$ cat config.mk
export PLATFORM = sky130hd
export DESIGN_NAME = phy_cfg_port
export DESIGN_NICKNAME = d
export VERILOG_FILES = /design/src/rtl/phy_cfg_pkg.sv /design/src/rtl/phy_cfg_hs_fsm.sv /design/src/rtl/phy_cfg_regfile.sv /design/src/rtl/phy_cfg_port.sv
export SDC_FILE = /design/constraint.sdc
export NUM_CORES = 1
export LEC_CHECK = 0
export ABC_AREA = 1
export CAP_MARGIN = 0
export CORE_AREA = 2 2 128 130
export CTS_CLUSTER_SIZE = 28
export DETAILED_ROUTE_END_ITERATION = 10
export DIE_AREA = 0 0 130 132
export DONT_BUFFER_PORTS = 1
export PLACE_DENSITY_LB_ADDON = 0.15
export SLEW_MARGIN = 40
export SYNTH_ARGS = -nofsm -noshare
export SYNTH_HDL_FRONTEND = slang
export SYNTH_SLANG_ARGS = --single-unit
$ cat constraint.sdc
create_clock -name clk_i -period 2 [get_ports clk_i]
set_input_delay 0.1 -clock clk_i [delete_from_list [all_inputs] [get_ports clk_i]]
set_output_delay 0.1 -clock clk_i [all_outputs]
set_load 0.02 [all_outputs]
$ cat src/rtl/phy_cfg_pkg.sv
package phy_cfg_pkg;
  localparam int ADDR_W    = 6;
  localparam int DATA_W    = 8;
  localparam int DEPTH     = 1 << ADDR_W;
  localparam int WR_BIT    = 24;
  localparam int RD_BIT    = 25;
  localparam int ACK_BIT   = 26;
  localparam int RDATA_LSB = 16;
  localparam int WDATA_LSB = 8;

  typedef enum logic [1:0] {
    ST_IDLE = 2'd0,
    ST_WAIT = 2'd1,
    ST_ACK  = 2'd2
  } hs_state_e;
endpackage

$ cat src/rtl/phy_cfg_hs_fsm.sv
module phy_cfg_hs_fsm
  import phy_cfg_pkg::*;
#(
  parameter int ACK_LAT = 3
) (
  input  logic clk_i,
  input  logic rst_ni,
  input  logic wr_req_i,
  input  logic rd_req_i,
  output logic ack_o,
  output logic wr_commit_o,
  output logic rd_commit_o
);
  localparam int CNT_W = (ACK_LAT < 2) ? 1 : $clog2(ACK_LAT + 1);
  localparam logic [CNT_W-1:0] CNT_LAST = CNT_W'(ACK_LAT - 1);

  hs_state_e state_q, state_d;
  logic [CNT_W-1:0] cnt_q, cnt_d;
  logic req, commit;

  assign req = wr_req_i | rd_req_i;

  always_comb begin
    state_d = state_q;
    cnt_d   = cnt_q;
    commit  = 1'b0;
    unique case (state_q)
      ST_IDLE: if (req) begin
        if (ACK_LAT == 1) begin
          commit  = 1'b1;
          state_d = ST_ACK;
        end else begin
          cnt_d   = CNT_W'(1);
          state_d = ST_WAIT;
        end
      end
      ST_WAIT: begin
        if (!req) begin
          state_d = ST_IDLE;
        end else if (cnt_q == CNT_LAST) begin
          commit  = 1'b1;
          state_d = ST_ACK;
        end else begin
          cnt_d = cnt_q + CNT_W'(1);
        end
      end
      ST_ACK: if (!req) state_d = ST_IDLE;
      default: state_d = ST_IDLE;
    endcase
  end

  always_ff @(posedge clk_i or negedge rst_ni) begin
    if (!rst_ni) begin
      state_q <= ST_IDLE;
      cnt_q   <= '0;
    end else begin
      state_q <= state_d;
      cnt_q   <= cnt_d;
    end
  end

  // write wins over read when both are requested
  assign wr_commit_o = commit & wr_req_i;
  assign rd_commit_o = commit & ~wr_req_i & rd_req_i;
  assign ack_o       = (state_q == ST_ACK);
endmodule

$ cat src/rtl/phy_cfg_regfile.sv
module phy_cfg_regfile
  import phy_cfg_pkg::*;
#(
  parameter logic [DEPTH-1:0] IMPL_MASK = 64'h0000_0000_0000_39FF
) (
  input  logic              clk_i,
  input  logic              rst_ni,
  input  logic              we_i,
  input  logic [ADDR_W-1:0] waddr_i,
  input  logic [DATA_W-1:0] wdata_i,
  input  logic [ADDR_W-1:0] raddr_a_i,
  output logic [DATA_W-1:0] rdata_a_o,
  input  logic [ADDR_W-1:0] raddr_b_i,
  output logic [DATA_W-1:0] rdata_b_o
);
  logic [DATA_W-1:0] mem [DEPTH];

  for (genvar g = 0; g < DEPTH; g++) begin : g_loc
    if (IMPL_MASK[g]) begin : g_impl
      always_ff @(posedge clk_i or negedge rst_ni) begin
        if (!rst_ni)                                  mem[g] <= '0;
        else if (we_i && (waddr_i == ADDR_W'(g)))     mem[g] <= wdata_i;
      end
    end else begin : g_hole
      assign mem[g] = '0;
    end
  end

  assign rdata_a_o = mem[raddr_a_i];
  assign rdata_b_o = mem[raddr_b_i];
endmodule

$ cat src/rtl/phy_cfg_port.sv
module phy_cfg_port
  import phy_cfg_pkg::*;
#(
  parameter int               ACK_LAT   = 3,
  parameter logic [DEPTH-1:0] IMPL_MASK = 64'h0000_0000_0000_39FF
) (
  input  logic        clk_i,
  input  logic        rst_ni,
  input  logic        host_we_i,
  input  logic [31:0] host_wdata_i,
  output logic [31:0] status_o,
  input  logic [5:0]  phy_raddr_i,
  output logic [7:0]  phy_rdata_o
);
  logic [ADDR_W-1:0] addr_q;
  logic [DATA_W-1:0] wdata_q, rdata_q, rf_rdata;
  logic wr_q, rd_q, ack, wr_commit, rd_commit;

  always_ff @(posedge clk_i or negedge rst_ni) begin
    if (!rst_ni) begin
      addr_q  <= '0;
      wdata_q <= '0;
      wr_q    <= 1'b0;
      rd_q    <= 1'b0;
    end else if (host_we_i) begin
      addr_q  <= host_wdata_i[ADDR_W-1:0];
      wdata_q <= host_wdata_i[WDATA_LSB +: DATA_W];
      wr_q    <= host_wdata_i[WR_BIT];
      rd_q    <= host_wdata_i[RD_BIT];
    end
  end

  phy_cfg_hs_fsm #(.ACK_LAT(ACK_LAT)) u_fsm (
    .clk_i       (clk_i),
    .rst_ni      (rst_ni),
    .wr_req_i    (wr_q),
    .rd_req_i    (rd_q),
    .ack_o       (ack),
    .wr_commit_o (wr_commit),
    .rd_commit_o (rd_commit)
  );

  phy_cfg_regfile #(.IMPL_MASK(IMPL_MASK)) u_rf (
    .clk_i     (clk_i),
    .rst_ni    (rst_ni),
    .we_i      (wr_commit),
    .waddr_i   (addr_q),
    .wdata_i   (wdata_q),
    .raddr_a_i (addr_q),
    .rdata_a_o (rf_rdata),
    .raddr_b_i (phy_raddr_i),
    .rdata_b_o (phy_rdata_o)
  );

  always_ff @(posedge clk_i or negedge rst_ni) begin
    if (!rst_ni)        rdata_q <= '0;
    else if (rd_commit) rdata_q <= rf_rdata;
  end

  assign status_o = {5'b0, ack, rd_q, wr_q, rdata_q, wdata_q, 2'b0, addr_q};
endmodule

After elaboration in Yosys (flattened, before gate mapping). Index checks and enable logic that the tools add are counted.

Memories: 0. Memory bits (read-only): 0. Register bits: 124. RAM bits: 0. Word-level logic and storage cells: 82. Input bits: 41. Latch bits: 0. Output and inout bits: 40.

Div/mod/pow operators: 0. Bitwise gates (word level): 7. Reductions and logical operators: 17. Shift-type cells: 0. Eq/ne operators: 19. Muxes and demuxes: 17. $mul: 0. $add $sub $neg: 1. Magnitude comparators: 2.

Operator list (count): $bmux W8 S6 (2); $mux W8 (4); $eq A6 B3 Y1 const B (4); $eq A6 B4 Y1 const B (4); $ge A7 B7 Y1 const B (2); $not A6 Y7 (2); $eq A6 B2 Y1 const B (2); $logic_and A1 B1 Y1 (12); $mux W2 (6); $eq A6 B1 Y1 const B (1); $logic_not A6 Y1 (1); $pmux W2 S3 (1); $eq A2 B2 Y1 const B (2); $ne A2 B1 Y1 const B (2); $ne A2 B2 Y1 const B (2); $pmux W2 S2 (1); $reduce_and A4 Y1 (1); $and A1 B1 Y1 (3); $mux W1 (3); $ne A3 B3 Y1 const B (1); $reduce_and A3 Y1 (1); $add A2 B1 Y2 const B (1); $eq A2 B1 Y1 const B (1); $logic_not A2 Y1 (1); other kinds (3) (3).

Longest topological paths before layout. Gate-level depths: netlist of the first run.

Depth in word-level cells: 6. Depth in mapped cells: 11.

Hierarchy. A second synthesis of the first run with hierarchy kept.

Cell total of the unflattened synthesis: 1029. Area, all modules: 7080.5 um^2.

Modules (own cells, without submodules): phy_cfg_regfile (cells each 884, area an instance 5823.1 um^2, instances 1, seq. area each 2402.3 um^2); phy_cfg_port (cells each 113, area an instance 1022.2 um^2, instances 1, seq. area each 600.6 um^2); phy_cfg_hs_fsm (cells each 32, area an instance 235.2 um^2, instances 1, seq. area each 100.1 um^2).

Worst setup path before layout of the first run. OpenSTA, ideal clock, no wires.

Path kind: register to register. From: register u_fsm.cnt_q[0]. To: register u_rf.mem[461] (netlist name). Clock period less this slack: 1.542 ns. Path slack: 0.458 ns. Required time: 1.874 ns. Buffers on the path: 1. Cell stages (with the launch flop): 11. Data arrival time: 1.416 ns. Setup time: 0.126 ns. Cells stage by stage: dfrtp_1 > inv_1 > ha_1 > nand2_2 > nor2_4 > nand2_4 > clkinv_4 > nand4_4 > buf_6 > nand2_1 > o21ai_2.

Cells in the longest elaborated chain, start to end: 6.

RTL lines: start: declaration (line phy_cfg_hs_fsm.sv:18) `logic [CNT_W-1:0] cnt_q, cnt_d;`; start signal: assignment (line phy_cfg_hs_fsm.sv:58) `cnt_q <= cnt_d;`; $eq A2 B2 Y1 (line phy_cfg_hs_fsm.sv:40) `end else if (cnt_q == CNT_LAST) begin`; $mux W1 (line phy_cfg_hs_fsm.sv:40); $mux W1 (line phy_cfg_hs_fsm.sv:38) `if (!req) begin`; $mux W1 (line phy_cfg_hs_fsm.sv:27) `unique case (state_q)`; $and A1 B1 Y1 (line phy_cfg_hs_fsm.sv:63) `assign wr_commit_o = commit & wr_req_i;`; $logic_and A1 B1 Y1 (line phy_cfg_regfile.sv:22) `else if (we_i && (waddr_i == ADDR_W'(g))) mem[g] <= wdata_i;`; end signal: indexed assignment (line phy_cfg_regfile.sv:22); end: declaration (line phy_cfg_regfile.sv:16) `logic [DATA_W-1:0] mem [DEPTH];`.

No other way between the ends. A chain may end at the register's enable or synchronous reset.

Final worst setup path of the first run.
From: register u_rf.mem[421] (netlist name). To: output port phy_rdata_o[5].

Cells in the longest elaborated chain, start to end: 3.

RTL lines: $bmux W8 S6 (line phy_cfg_regfile.sv:30) `assign rdata_b_o = mem[raddr_b_i];`; $mux W8 (not written as such) (2 in series) (line phy_cfg_regfile.sv:30); end: declaration (line phy_cfg_port.sv:13) `output logic [7:0] phy_rdata_o`.

No other way between the ends. The select of a mux whose other input is x is not followed.

==> metrics.txt, run 1 <==
full die area roughly 0.017 mm^2; HPWL after DPL 14700 um; sequential share of the synthesized area 43.9%; CTS tree built; Via density 5.29; metal2 WL 10700 um; Crit path largest cell delay approximately 0.34 ns; worst-margin pin slew ~0.77 ns; Slew Limit Fails 0; Post-synth EDFFs 0; Hold-fix buffers, CTS 17; unrepaired setup endpoints after global routing no; Synth async-reset ratio 100%; Synth Instances 972; Worst-Skew Late Latency 0.43 ns; vias in the first global route a little over 6000; Max Cap Viol 0; Max Used Layer met4; failing checks hold timing; post-CTS sizing 0; startpoint types register; Core Box Area 0.0157 mm^2; First-pass DRT Iterations 6; clk buf depth 2; Slowest-stage cell, CP dfrtp_1; min Tclk post-route 1.88 ns; headroom to the max-slew limit approximately half; vias after detailed routing 6404; M1 WL 9180 um; nets@finish 1023; DIE HEIGHT 132 um; Critical Path RT 1.90 ns; FMAX 531 MHz; first-pass GRT wire length 35000 um; count of warnings emitted by yosys 0; kind of critical path reg -> out; delay-heaviest family, CP compound AO/OA/AOI/OAI gates; # Post-CTS Setup Buffers 0; Critical Path Fanout Max 2; worst hold slack -0.637 ns; Hold Vio Cnt, Final 124; Detailed Route WL 22200 um; Starting Density around 45%; post-route ant nets 0; Final Skew 0.0202 ns; drt wl/cell 18.4 um; # placed instances about 1200; Iter 0 DRT Violations 709; Final period util 94.1%; Die W approximately 130 um; Port Buffers 0; status finished with violations; #FFs+latches synth 124; Finish-stage setup viols 0; crit-path most repeated cell nand2_1; share of post-route cells with drive strength above 1 11.8%; GRT Residual Overflow 0; # IOs about 80; Pwr Density 888 mW/mm^2; Clock transition at path regs 0.06 ns; root buffer cell clkbuf_16; syn_area_per_cell between 7 and 8 um^2; post-synth cell types 32; H-tree levels 4; FP Rows 46; P&R area growth vs syn 13.4%; leakage 3.92 nW; total CTS buffers 17; Worst Path Arrival about 1.8 ns; setup_tns 0 ns; DRC errors left 0; Placer Congestion 0.907; critical path capture point type primary output; clock sinks 124; dominant synthesized flop cell dfrtp_1; Met3 Wirelength 1460 um; pin count of the biggest net entering global routing 125; initial antenna violation count 0; Synth Cell Area slightly above 0.007 mm^2; Total Routing Usage GR between 20% and 30%; CP Cell Sequence inv_1 -> o21ai_0 -> nand2_1 -> nand3_1 -> nand2_1 -> a21oi_1 -> buf_4; Worst Path Buf+Inv 2; Post-Layout Cell Count roughly 1200; worst min path class in -> async; Antenna diodes 0; Peak VDD IR 0.601 mV
==> worst paths after layout <==
kind	start	to	slack (ns)	cells after the start
max	u_rf.mem[421]	phy_rdata_o[5]	0.12	7
min	rst_ni	u_rf.mem[497]	-0.64	0
min in group clk_i	host_we_i	wdata_q[0]	0.13	3
max reg2reg	u_fsm.cnt_q[0]	u_rf.mem[461]	0.15	9
max in group asynchronous	rst_ni	u_rf.mem[508]	2.41	0
min reg2reg	u_fsm.cnt_q[0]	u_fsm.cnt_q[0]	0.47	2
==> registers in the layout, indices dropped and copies added, names as in the netlist <==
signal and flops:
u_rf.mem 96, rdata_q 8, wr_q 1, wdata_q 8, u_fsm.state_q 2, addr_q 6, u_fsm.cnt_q 2, rd_q 1
==> layer usage <==
metal,GRT usage (%),vias up
met5,0,-
met4,12.0,0
met3,5.24,44
met2,43.0,268
met1,36.5,2992
li1,-,3100
==> logic make-up (layout without fill, tap and decap cells) <==
kind of cell	Yosys count	in the layout	share of synthesized area, %
flip-flops	124	124	43.9
multiplexers	3	3	0.478
buffers and inverters	130	146	9.06
adder cells (fa/ha/maj)	1	1	0.177
AO/OA/AOI/OAI	145	145	11.6
other	1	7	0.0530
AND/OR/NAND/NOR	568	568	34.7
==> worst reg2reg max path: cells and delay by family, from the launching register on <==
kind / cells / cell delay, ns
flops: 1 / 0.37
compound gates: 1 / 0.07
simple gates: 5 / 0.88
fa+ha+maj: 1 / 0.15
buf+inv: 2 / 0.22
==> through the flow <==
stage               power [mW]  util [%]  setup slack, ns  area, um^2
floorplan                 3.49         -            0.458        7100
global placement          3.74      45.9            0.221        7210
detailed placement        3.75      45.9            0.228        7210
CTS                       7.14      51.1            0.174        8020
global route              7.40      51.0           0.0211        8020
finish                    7.12      51.0            0.117        8020
==> synthesized netlist by cell type, types with 6 or more instances <==
master / number / share of area [%]
nor2_1: 9 / 0.48
nand4_1: 6 / 0.53
nand2_1: 447 / 24
o211ai_1: 12 / 1.3
inv_1: 63 / 3.3
buf_4: 15 / 1.6
buf_6: 9 / 1.4
buf_2: 19 / 1.3
nand3_1: 77 / 5.4
clkbuf_1: 15 / 0.80
a21oi_1: 14 / 0.99
o21ai_1: 56 / 4.0
o21ai_0: 45 / 3.2
dfrtp_1: 124 / 44
o21ai_2: 18 / 2.2
==> placed cells by master (no fill, tap or decap), drive strengths merged <==
cell,synthesis,layout
a21oi,14,14
buf,46,29
bufinv,0,4
clkbuf,15,19
clkinv,2,6
clkinvlp,0,1
conb,1,7
dfrtp,124,124
dlygate4sd3,0,16
ha,1,1
inv,67,71
mux2,3,3
nand2,453,453
nand3,82,82
nand4,10,10
nor2,20,20
nor3,1,1
o211ai,12,12
o21ai,119,119
or2,2,2
==> report_power, final <==
group / leakage, nW / internal [mW] / switching, mW
clock: 0.315 / 2.16 / 1.21
sequential: 1.69 / 2.67 / 0.185
combinational: 1.92 / 0.273 / 0.621
total: 3.92 / 5.10 / 2.02
==> final cells by class <==
cell class                 count  area, um^2
fill                        1576        7690
clock buffer                  19         453
clock inverter                13         186
multi-input combinational    724        3350
inverter                      69         264
sequential                   124        3100
timing repair buffer          45         388
tap                          216         270
No activity file was read; power rests on OpenSTA's default activity.
==> inputs of run 2 (changes only) <==
--- a/config.mk
+++ b/config.mk
@@ -16,4 +16,5 @@
 export SLEW_MARGIN = 40
 export SYNTH_ARGS = -nofsm -noshare
 export SYNTH_HDL_FRONTEND = slang
+export SYNTH_HIERARCHICAL = 1
 export SYNTH_SLANG_ARGS = --single-unit
==> run 2 against run 1 <==
Effect of this change: critical path type is now reg -> reg; the run still ends with hold timing left; clock power shrank 6.5%; core utilization is 0.18 points higher; first-iteration DRC count down 3.7%; clock skew fell by 0.013 ns; largest power group unchanged; die area stayed put; sequential share of layout area is 0.13 points lower; synthesized cell count up 5.9%; combinational power is 15% higher; design area increased by 0.34%.
==> metrics.txt, run 2 <==
status finished with violations (unchanged); failing checks hold timing (unchanged); Total Routing Usage GR 27.3% (about the same); Hold Vio Cnt, Final 124 (unchanged); pin count of the biggest net entering global routing 125 (unchanged); Slew Limit Fails 0 (unchanged); first-pass GRT wire length 34800 um (was 35000 um); Synth Cell Area 0.00708 mm^2 (was 0.00707 mm^2); FMAX 535 MHz (was 531 MHz); Post-Layout Cell Count 1270 (was 1210); Area contributors post-synth dfrtp_1 44%, nand2_1 23%, nand3_1 8.4%, o21ai_0 4.9%, inv_1 4.7% (was dfrtp_1 44%, nand2_1 24%, nand3_1 5.4%, o21ai_1 4.0%, inv_1 3.3%); DRC errors left 0 (unchanged); area leader, netlist dfrtp_1 (unchanged); Worst-Skew Late Latency 0.42 ns (was 0.43 ns); Final Skew 0.00751 ns (was 0.0202 ns); CTS tree built (unchanged); Synth top cells by count 442 x nand2_1, 124 x dfrtp_1, 119 x nand3_1 (was 447 x nand2_1, 124 x dfrtp_1, 77 x nand3_1); worst min path class in -> async (unchanged); H-tree levels 4 (unchanged); Starting Density 45.1% (was 45.0%); Post-synth EDFFs 0 (unchanged); unrepaired setup endpoints after global routing yes (was no); sequential share of the synthesized area 43.8% (was 43.9%); syn_area_per_cell 6.88 um^2 (was 7.28 um^2); Synth async-reset ratio 100% (unchanged); Iter 0 DRT Violations 683 (was 709); CP Cell Sequence inv_1 -> ha_1 -> nand2_2 -> inv_2 -> nand2_2 -> nor2_4 -> nand2_1 -> inv_1 -> nand2_2 -> nand2_1 -> o21ai_0 (was inv_1 -> o21ai_0 -> nand2_1 -> nand3_1 -> nand2_1 -> a21oi_1 -> buf_4); worst hold slack -0.629 ns (was -0.637 ns); nets@finish 1084 (was 1023); P&R area growth vs syn 13.6% (was 13.4%); Max Cap Viol 0 (unchanged); kind of critical path reg -> reg (was reg -> out); worst-margin pin slew 0.704 ns (was 0.766 ns); root buffer cell clkbuf_16 (unchanged); Crit path largest cell delay 0.39 ns (was 0.34 ns); Critical Path Fanout Max 16 (was 2); min Tclk post-route 1.87 ns (was 1.88 ns); most common cell in the netlist nand2_1 (unchanged); Top reg by flops u_rf/mem (was u_rf.mem); Worst Path Buf+Inv 3 (was 2); Clock transition at path regs 0.06 ns (about the same); Placer Congestion 0.888 (was 0.907); full die area 0.0172 mm^2 (unchanged); drt wl/cell 17.8 um (was 18.4 um); total CTS buffers 17 (unchanged); vias after detailed routing 6661 (was 6404); post-route ant nets 0 (unchanged); Core Box Area 0.0157 mm^2 (unchanged); Detailed Route WL 22600 um (was 22200 um); Worst Path Arrival 2.15 ns (was 1.78 ns); cell area after placement 0.00727 mm^2 (was 0.00721 mm^2); leakage 4.05 nW (was 3.92 nW); Via density 5.24 (was 5.29); # Post-CTS Setup Buffers 0 (unchanged); Synth Instances 1029 (was 972); Port Buffers 0 (unchanged); setup_tns 0 ns (unchanged); Critical Path RT 2.28 ns (was 1.90 ns); share of post-route cells with drive strength above 1 9.01% (was 11.8%); Die W 130 um (unchanged); FP Rows 46 (unchanged); Largest register FFs 96 (unchanged); Final period util 93.5% (was 94.1%); commonest non-fill, non-tap cell in the layout nand2_1 (unchanged); # placed instances 1222 (was 1161); top-area cell type share of the netlist area 43.8% (was 43.9%); dominant synthesized flop cell dfrtp_1 (unchanged); Hold-fix buffers, CTS 17 (unchanged); Pwr Density 894 mW/mm^2 (was 888 mW/mm^2); startpoint types register (unchanged); First-pass DRT Iterations 5 (was 6); # IOs 81 (unchanged); GRT Residual Overflow 0 (unchanged); initial antenna violation count 0 (unchanged); vias in the first global route 6157 (was 6128); clock sinks 124 (unchanged); HPWL after DPL 15200 um (was 14700 um); crit-path most repeated cell nand2_2 (was nand2_1); count of warnings emitted by yosys 6 (was 0); Slowest-stage cell, CP dfrtp_1 (unchanged); commonest cells after routing, fill and taps aside 441 x nand2_1, 123 x dfrtp_1, 119 x nand3_1, 88 x inv_1, 69 x o21ai_0 (was 447 x nand2_1, 123 x dfrtp_1, 77 x nand3_1, 63 x inv_1, 56 x o21ai_1); critical path capture point type register (was primary output); Peak VDD IR 0.623 mV (was 0.601 mV); post-synth cell types 28 (was 32); fin area 0.00805 mm^2 (was 0.00802 mm^2); headroom to the max-slew limit 52.9% (was 48.9%); DIE HEIGHT 132 um (unchanged); Largest regs u_rf/mem: 96 flops, rdata_q: 8 flops, wdata_q: 8 flops (was u_rf.mem: 96 flops, rdata_q: 8 flops, wdata_q: 8 flops); Antenna diodes 0 (unchanged); #FFs+latches synth 124 (unchanged); clk buf depth 2 (unchanged); delay-heaviest family, CP simple AND/OR/NAND/NOR gates (was compound AO/OA/AOI/OAI gates); Finish-stage setup viols 0 (unchanged)
==> run 2: kinds of logic after synthesis <==
family,share of synthesized area (%)
flip-flops,43.8
buffers and inverters,9.98
adder cells (fa/ha/maj),0.177
AND/OR/NAND/NOR,37.4
AO/OA/AOI/OAI,8.55
other,0.0530
==> run 2: report_power, final <==
group | internal, mW | switching (mW) | total (mW)
registers | 2.71 | 0.303 | 3.02
logic | 0.339 | 0.691 | 1.03
clock network | 2.04 | 1.11 | 3.15
total | 5.10 | 2.10 | 7.20
==> run 2: cell type report <==
class                           count  area, um^2
Timing Repair Buffer               47         420
Clock buffer                       24         482
Tap cell                          216         270
Sequential cell                   124        3100
Clock inverter                      7         113
Fill cell                        1574        7670
Inverter                           93         354
Multi-Input combinational cell    759        3300
==> run 2: through the flow <==
stage | utilization, % | power (mW) | hold slack (ns) | setup WS [ns]
2_1_floorplan | - | 3.74 | -0.196 | 0.214
3_5_place_dp | 46.3 | 4.04 | -0.192 | 0.0645
5_1_grt | 51.2 | 7.53 | -0.648 | -0.0707
4_1_cts | 51.1 | 7.24 | -0.643 | 0.0232
6_report | 51.2 | 7.20 | -0.629 | 0.130
3_3_place_gp | 46.3 | 4.03 | -0.192 | 0.0779
==> run 2: per-layer routing <==
metal | share of wire [%] | vias up | GRT usage, %
met5 | 0 | - | 0
met4 | 2.9 | 0 | 10.0
met3 | 6.2 | 46 | 5.07
met2 | 47 | 233 | 43.0
met1 | 43 | 3138 | 37.5
li1 | - | 3244 | -
==> run 2: final timing paths <==
check / startpoint / end / slack [ns] / cells after the start
worst max-delay path: u_fsm/cnt_q[0] / u_rf/mem[449] / 0.13 / 11
worst min-delay path: rst_ni / u_rf/mem[452] / -0.63 / 0
worst max register to register: u_fsm/cnt_q[0] / u_rf/mem[449] / 0.13 / 11
worst min register to register: u_rf/mem[459] / u_rf/mem[459] / 0.48 / 2
max in group asynchronous: rst_ni / addr_q[0] / 2.48 / 0
min in group clk_i: host_wdata_i[4] / addr_q[4] / 0.33 / 3
==> run 2: worst reg2reg max path, stage by stage, from the launching register on <==
cell and delay (ns):
dfrtp_1 0.39, inv_1 0.06, ha_1 0.15, nand2_2 0.08, inv_2 0.07, nand2_2 0.07, nor2_4 0.19, nand2_1 0.14
inv_1 0.17, nand2_2 0.21, nand2_1 0.11, o21ai_0 0.09
==> run 2: what timing repair did <==
action	in CTS	in global routing
gates resized for setup	0	3
endpoints found under the setup margin	0	65
endpoints found under the hold margin	140	124
==> inputs of run 3 (changes only) <==
--- a/config.mk
+++ b/config.mk
@@ -7,10 +7,12 @@
 export LEC_CHECK = 0
 export ABC_AREA = 1
 export CAP_MARGIN = 0
-export CORE_AREA = 2 2 128 130
+export CELL_PAD_IN_SITES_DETAIL_PLACEMENT = 0
+export CELL_PAD_IN_SITES_GLOBAL_PLACEMENT = 2
+export CORE_AREA = 2 2 137 153
 export CTS_CLUSTER_SIZE = 28
 export DETAILED_ROUTE_END_ITERATION = 10
-export DIE_AREA = 0 0 130 132
+export DIE_AREA = 0 0 139 155
 export DONT_BUFFER_PORTS = 1
 export PLACE_DENSITY_LB_ADDON = 0.15
 export SLEW_MARGIN = 40
==> run 3 against run 2 <==
Effect of this change: the flow still finishes with violations (hold timing); critical path type unchanged; sequential cell count unchanged; hold slack gained 0.0039 ns; total power up 1.0%; setup slack worse by 0.017 ns.
==> metrics.txt, run 3 (synthesis results as in run 2) <==
status finished with violations (unchanged); failing checks hold timing (unchanged); Largest regs u_rf/mem: 96 flops, rdata_q: 8 flops, wdata_q: 8 flops (unchanged); nets@finish 1099 (was 1084); Total Routing Usage GR 24.8% (was 27.3%); FMAX 530 MHz (was 535 MHz); Placer Congestion 0.835 (was 0.888); Final period util 94.4% (was 93.5%); Design Power 7.27 mW (was 7.20 mW); clk buf depth 2 (unchanged); Reg2Reg Depth 12 (was 11); kind of critical path reg -> reg (unchanged); min Tclk post-route 1.89 ns (was 1.87 ns); worst hold slack -0.625 ns (was -0.629 ns); unrepaired setup endpoints after global routing yes (unchanged); Iter 0 DRT Violations 602 (was 683); Port Buffers 0 (unchanged); Final Skew 0.00721 ns (was 0.00751 ns); first-pass GRT wire length 39600 um (was 34800 um); Critical Path RT 2.28 ns (about the same); Critical Path Fanout Max 16 (unchanged); Hold-fix buffers, CTS 17 (unchanged); drt wl/cell 19.4 um (was 17.8 um); Clock transition at path regs 0.06 ns (about the same); fill cell total of the finished layout 2190 (was 1574); Slew Limit Fails 0 (unchanged); Detailed Route WL 25800 um (was 22600 um); Hold Vio Cnt, Final 124 (unchanged); leakage 4.15 nW (was 4.05 nW); Finish-stage setup viols 0 (unchanged); Max Cap Viol 0 (unchanged); H-tree levels 4 (unchanged); full die area 0.0215 mm^2 (was 0.0172 mm^2); CTS tree built (unchanged); # IOs 81 (unchanged); total CTS buffers 17 (unchanged); Pwr Density 879 mW/mm^2 (was 894 mW/mm^2); Die W 139 um (was 130 um); Largest register FFs 96 (unchanged); worst min path class in -> async (unchanged); post-route ant nets 0 (unchanged); DIE HEIGHT 155 um (was 132 um); Peak VDD IR 0.600 mV (was 0.623 mV); worst-margin pin slew 0.606 ns (was 0.704 ns); FP Rows 55 (was 46); critical path capture point type register (unchanged); Top reg by flops u_rf/mem (unchanged); share of post-route cells with drive strength above 1 10.5% (was 9.01%); Worst Path Arrival 2.17 ns (was 2.15 ns); r2r startpoint u_fsm/cnt_q[0] (unchanged); GRT Residual Overflow 0 (unchanged); RR Endpoint u_rf/mem[458] (was u_rf/mem[449]); clock sinks 124 (unchanged); pin count of the biggest net entering global routing 125 (unchanged); # Post-CTS Setup Buffers 0 (unchanged); commonest cells after routing, fill and taps aside 442 x nand2_1, 123 x dfrtp_1, 119 x nand3_1, 88 x inv_1, 69 x o21ai_0 (was 441 x nand2_1, 123 x dfrtp_1, 119 x nand3_1, 88 x inv_1, 69 x o21ai_0); P&R area growth vs syn 16.8% (was 13.6%); Antenna diodes 0 (unchanged); Starting Density 35.2% (was 45.1%); commonest non-fill, non-tap cell in the layout nand2_1 (unchanged); root buffer cell clkbuf_16 (unchanged); Worst-Skew Late Latency 0.42 ns (about the same); initial antenna violation count 0 (unchanged); flop-to-flop setup slack 0.11 ns (was 0.13 ns); vias in the first global route 6467 (was 6157); Via density 4.97 (was 5.24); DRC errors left 0 (unchanged); startpoint types register (unchanged); vias after detailed routing 6584 (was 6661); First-pass DRT Iterations 5 (unchanged); Core Box Area 0.0201 mm^2 (was 0.0157 mm^2); headroom to the max-slew limit 59.5% (was 52.9%); HPWL after DPL 16800 um (was 15200 um)
run 3: power breakdown:
group | switching, mW | internal, mW | total (mW)
logic | 0.775 | 0.379 | 1.15
clock network | 1.18 | 1.98 | 3.16
registers | 0.248 | 2.71 | 2.96
total | 2.20 | 5.07 | 7.27
run 3: repair_timing:
| action | in CTS | in global routing |
|---|---|---|
| setup endpoints to repair | 0 | 27 |
| resized for setup | 0 | 2 |
| endpoints found under the hold margin | 140 | 124 |
run 3: how the worst max path moves through the flow:
| stage | start | to | slack [ns] | cells after the start |
|---|---|---|---|---|
| 2_1_floorplan | u_fsm/cnt_q[0] | u_rf/mem[502] | 0.21 | 12 |
| 3_3_place_gp | u_fsm/cnt_q[0] | u_rf/mem[460] | 0.15 | 12 |
| 3_5_place_dp | u_fsm/cnt_q[0] | u_rf/mem[458] | 0.11 | 11 |
| 4_1_cts | u_fsm/cnt_q[0] | u_rf/mem[458] | 0.1 | 11 |
| 5_1_grt | u_fsm/cnt_q[0] | u_rf/mem[458] | -0.08 | 12 |
| 6_report | u_fsm/cnt_q[0] | u_rf/mem[458] | 0.11 | 12 |
run 3: layer usage:
layer	GRT usage (%)	part of all wire [%]	vias up	routed length, um
met2	41.4	47	196	12100
met5	0	0	-	0
met3	4.83	5.5	33	1430
met4	7.17	2.1	0	550
li1	-	-	3255	-
met1	32.9	45	3100	11700
run 3: per-stage QoR:
step / setup TNS (ns) / std cells / util, % / setup WS [ns] / area [um^2]
detailed placement: 0 / 1277 / 37.3 / 0.111 / 7500
global route: -0.758 / 1326 / 41.2 / -0.0834 / 8270
floorplan: 0 / 1035 / - / 0.214 / 7100
CTS: 0 / 1326 / 41.1 / 0.0989 / 8260
finish: 0 / 1326 / 41.2 / 0.113 / 8270
global placement: 0 / 1277 / 37.3 / 0.151 / 7500
run 3: area by class of cell:
| cell class | count | area, um^2 | share of cell area (%) |
|---|---|---|---|
| inverter | 93 | 354 | 4.28 |
| clock inverter | 13 | 149 | 1.80 |
| tap | 256 | 320 | 3.87 |
| multi-input combinational | 759 | 3310 | 40.0 |
| clock buffer | 19 | 443 | 5.35 |
| timing repair buffer | 62 | 596 | 7.20 |
| sequential | 124 | 3100 | 37.5 |
run 3: critical path, stage by stage, from the launching register on:
cell and delay, ns:
dfrtp_1 0.39, inv_1 0.06, ha_1 0.15, nand2_2 0.09, inv_2 0.07, nand2_2 0.06
nor2_2 0.10, buf_4 0.16, nand2_1 0.11, inv_1 0.11, nand2_2 0.24, nand2_1 0.12
o21ai_0 0.09
